### config.mk
export PLATFORM = sky130hd
export DESIGN_NAME = tpwm_decode
export DESIGN_NICKNAME = d
export VERILOG_FILES = /design/src/rtl/tpwm_decode.sv
export SDC_FILE = /design/constraint.sdc
export NUM_CORES = 1
export LEC_CHECK = 0
export ABC_AREA = 1
export BUFFER_PORTS_ARGS = -buffer_cell sky130_fd_sc_hd__buf_2
export CAP_MARGIN = 40
export CORE_UTILIZATION = 60
export DETAILED_ROUTE_END_ITERATION = 10
export GPL_ROUTABILITY_DRIVEN = 0
export HOLD_SLACK_MARGIN = 0.02
export PLACE_DENSITY_LB_ADDON = 0.3
export SYNTH_ARGS = -nofsm -noshare
export SYNTH_HDL_FRONTEND = slang
export SYNTH_SLANG_ARGS = --single-unit
### constraint.sdc
create_clock -name clk -period 2 [get_ports clk]
set_input_delay 0.1 -clock clk [delete_from_list [all_inputs] [get_ports clk]]
set_output_delay 0.1 -clock clk [all_outputs]
set_load 0.02 [all_outputs]
### src/rtl/tpwm_decode.sv
module tpwm_decode #(
  parameter int HOLDOFF_CYC = 13,
  parameter int MIN_HI_CYC  = 7,
  parameter int MIN_LO_CYC  = 8,
  parameter int EXIT_CYC    = 4
) (
  input  logic clk,
  input  logic rst_n,
  input  logic lvl_above,
  input  logic lvl_below,
  output logic drv_hi,
  output logic drv_lo
);
  localparam int M1   = (HOLDOFF_CYC > MIN_HI_CYC) ? HOLDOFF_CYC : MIN_HI_CYC;
  localparam int M2   = (MIN_LO_CYC > EXIT_CYC) ? MIN_LO_CYC : EXIT_CYC;
  localparam int MAXC = (M1 > M2) ? M1 : M2;
  localparam int CW   = $clog2(MAXC + 1);
  localparam logic [CW:0]   HOLD_W = (CW+1)'(HOLDOFF_CYC);
  localparam logic [CW:0]   EXIT_W = (CW+1)'(EXIT_CYC);
  localparam logic [CW-1:0] HI_LD  = CW'(MIN_HI_CYC - 1);
  localparam logic [CW-1:0] LO_LD  = CW'(MIN_LO_CYC - 1);

  logic          is_hi, is_lo, is_mid;
  logic [1:0]    cmd, cmd_n, lvl;
  logic [CW-1:0] win_cnt, ext_cnt, lock_cnt, lock_n;
  logic [CW:0]   win_inc, ext_inc;
  logic          win_done, ext_done, lock_free;

  assign is_hi  = lvl_above & ~lvl_below;
  assign is_lo  = lvl_below & ~lvl_above;
  assign is_mid = ~(is_hi | is_lo);
  assign lvl    = {is_hi, is_lo};

  assign win_inc   = {1'b0, win_cnt} + (CW+1)'(1);
  assign ext_inc   = {1'b0, ext_cnt} + (CW+1)'(1);
  assign win_done  = is_mid  && (win_inc >= HOLD_W);
  assign ext_done  = !is_mid && (ext_inc >= EXIT_W);
  assign lock_free = (lock_cnt == '0);

  always_comb begin
    cmd_n  = cmd;
    lock_n = lock_free ? '0 : lock_cnt - CW'(1);
    if (cmd == 2'b00) begin
      if (ext_done) begin
        cmd_n  = lvl;
        lock_n = is_hi ? HI_LD : LO_LD;
      end
    end else if (lock_free) begin
      if (win_done) begin
        cmd_n = 2'b00;
      end else if (!is_mid && lvl != cmd) begin
        cmd_n  = lvl;
        lock_n = is_hi ? HI_LD : LO_LD;
      end
    end
  end

  always_ff @(posedge clk or negedge rst_n) begin
    if (!rst_n) begin
      cmd      <= 2'b00;
      lock_cnt <= '0;
      win_cnt  <= '0;
      ext_cnt  <= '0;
    end else begin
      cmd      <= cmd_n;
      lock_cnt <= lock_n;
      win_cnt  <= !is_mid ? '0 : (win_done ? win_cnt : win_inc[CW-1:0]);
      ext_cnt  <= is_mid  ? '0 : (ext_done ? ext_cnt : ext_inc[CW-1:0]);
    end
  end

  assign drv_hi = cmd[1];
  assign drv_lo = cmd[0];
endmodule

==> results.json <==
{
  "hold_path_class": "primary input to flip-flop",
  "die_w_microns": 38.4,
  "num_vias": 620,
  "syn_area_sq_um": 797,
  "place_area_sq_um": 840,
  "antenna_found_initial": 0,
  "power_density_mw_per_mm2": 1160,
  "whs_path_depth": 4,
  "cp.arrival_ns": 1.64,
  "cts.clk_slew.worst_paths_ns": 0.09,
  "io_pins": 6,
  "syn2layout_area_growth_pct": 11.1,
  "min_period_ns": 1.46,
  "syn-instance-count": 95,
  "setup_viol": 0,
  "drive_gt1_frac": 0.190,
  "r2r_start": "ext_cnt[0]$_DFFE_PN0P_",
  "crit_fanout": 7,
  "rsz0062_at_grt": "false",
  "grt_max_degree": 15,
  "final_cells": 119,
  "fp.coreArea_sq_mm": 0.00117,
  "reg2reg_setup_slack_ns": 0.54,
  "p_leak_nw": 0.474,
  "r2r_cells": 8,
  "outcome": "finished, final reports clean",
  "yosysUniqueCellTypes": 23,
  "gr-total-overflow": 0,
  "syn_nets": 104,
  "die_h_microns": 38.4,
  "firstDrtPassIters": 4,
  "cts_tree": "built",
  "fin_nets": 115,
  "ys_warn_count": 0,
  "cts_resized": 0,
  "use_met1": 0.331,
  "r2r-end": "cmd[1]$_DFFE_PN0P_",
  "startpoint_type": "flip-flop",
  "cp.required_ns": 2.17,
  "use_met3": 0.0349,
  "fp.dieArea_sq_mm": 0.00148,
  "worst_hold_path.endpoint": "cmd[0]$_DFFE_PN0P_",
  "seq_area_frac_synth": 0.440,
  "grt.met2_usage": 0.386,
  "cts_buffer_depth": 2,
  "finalCritPeriodShare": 0.731,
  "routed_wl_mm": 1.40,
  "cp-end-kind": "flip-flop",
  "grt_busiest_layer": "met2",
  "final_area_sq_um": 886,
  "grt.total_usage": 0.252,
  "diodes": 0,
  "skew_ns": 0.00415,
  "via_per_inst": 5.21,
  "wire_per_inst_microns": 11.7,
  "worst_pin_slew_ns": 0.321,
  "hold_viol_final": 0,
  "drv_cap": 0,
  "start_util": 0.681,
  "cts-buffers-inserted": 3,
  "route.detailed.drc": 0,
  "dp.cells": 114,
  "grt_first_pass_wirelength_mm": 2.47,
  "avgSynthCellArea_sq_um": 8.39,
  "row_count": 12,
  "layout_commonest_cell": "nand2_1",
  "slew_viol_final": 0,
  "ctsHoldBuffers": 1,
  "grt_pass1_vias": 576,
  "clock_latency_ns": 0.27,
  "ant_nets": 0,
  "relSlewSlack": 0.786,
  "vdd_drop_max_mv": 0.697,
  "hpwl_mm": 1.04,
  "fmax_ghz": 0.684,
  "cts-root-buf": "clkbuf_4",
  "cts.sinks": 14,
  "io_buffers": 5,
  "final_cell_mix": "nand2_1 (22), inv_1 (15), dfrtp_1 (14), nand3_1 (7)",
  "tns_ns": 0,
  "criticalPathCategory": "flip-flop to flip-flop",
  "yosys_register_bits": 14,
  "htreeDepth": 1,
  "postCtsSetupBuffers": 0,
  "min_from": "lvl_below",
  "drt_iter0_drc": 8
}
Yosys cell counts (all sizes together):
cell | number | share of area
nand2 | 25 | 0.13
or2 | 2 | 0.016
nor2 | 7 | 0.055
nand4 | 3 | 0.024
ha | 5 | 0.078
o21ai | 6 | 0.038
inv | 17 | 0.080
dfrtp | 14 | 0.44
o41ai | 1 | 0.011
nor3 | 1 | 0.0063
xnor2 | 1 | 0.011
o21a | 1 | 0.0094
a21oi | 1 | 0.0063
nand3 | 10 | 0.082
o2111ai | 1 | 0.011
state kept, by name, indices dropped and copies added (netlist names):
signal    count
ext_cnt       4
lock_cnt      4
win_cnt       4
cmd           2
where the power goes:
part / internal, mW / switching [mW] / total, mW
combinational: 0.156 / 0.244 / 0.400
sequential: 0.352 / 0.0746 / 0.426
clock: 0.111 / 0.0938 / 0.204
total: 0.618 / 0.413 / 1.03
layout make-up:
type                       instances  area (sq um)
clock buffer                       4          36.3
fill                              89           285
inverter                          17          63.8
sequential                        14           350
timing repair buffer               6          35.0
tap                               14          17.5
multi-input combinational         64           383
cells by family after synthesis:
kind of cell,synth area share
simple gates,0.316
compound gates,0.0753
xor+xnor,0.0110
fa+ha+maj,0.0785
flops,0.440
buf+inv,0.0801
worst max path at each step:
stage | start | endpoint | slack [ns] | depth (start not counted)
4_1_cts | ext_cnt[0]$_DFFE_PN0P_ | cmd[1]$_DFFE_PN0P_ | 0.54 | 8
2_1_floorplan | ext_cnt[0]$_DFFE_PN0P_ | lock_cnt[0]$_DFF_PN0_ | 0.68 | 8
3_5_place_dp | ext_cnt[0]$_DFFE_PN0P_ | cmd[1]$_DFFE_PN0P_ | 0.55 | 8
3_3_place_gp | ext_cnt[0]$_DFFE_PN0P_ | cmd[1]$_DFFE_PN0P_ | 0.61 | 8
6_report | ext_cnt[0]$_DFFE_PN0P_ | cmd[1]$_DFFE_PN0P_ | 0.54 | 8
5_1_grt | ext_cnt[0]$_DFFE_PN0P_ | lock_cnt[0]$_DFF_PN0_ | 0.42 | 8
layer usage:
| metal | part of all wire | vias up | wire length, microns |
|---|---|---|---|
| met5 | 0 | - | 0 |
| met1 | 0.47 | 289 | 662 |
| met4 | 0.013 | 0 | 18 |
| met3 | 0.013 | 2 | 18 |
| met2 | 0.50 | 4 | 698 |
| li1 | - | 325 | - |
critical path, cell delays in order (launching register included):
cell and delay [ns]:
dfrtp_1 0.43, ha_1 0.22, or2_0 0.21, nand2_1 0.09, nand2_2 0.07, nand3_2 0.14, nand3_2 0.09, nand2_1 0.06
nand2_1 0.05
metrics by stage:
stage                     setup WS (ns)  power, mW  hold slack, ns   util
after floorplan                   0.677      0.738          -0.196      -
after global placement            0.612      0.807         0.00857  0.717
after detailed placement          0.551      0.831         0.00774  0.717
after CTS                         0.539       1.04           0.230  0.756
after global routing              0.420       1.13           0.237  0.756
final                             0.537       1.03           0.233  0.756
Note: power is estimated with default switching activity, not from simulation.
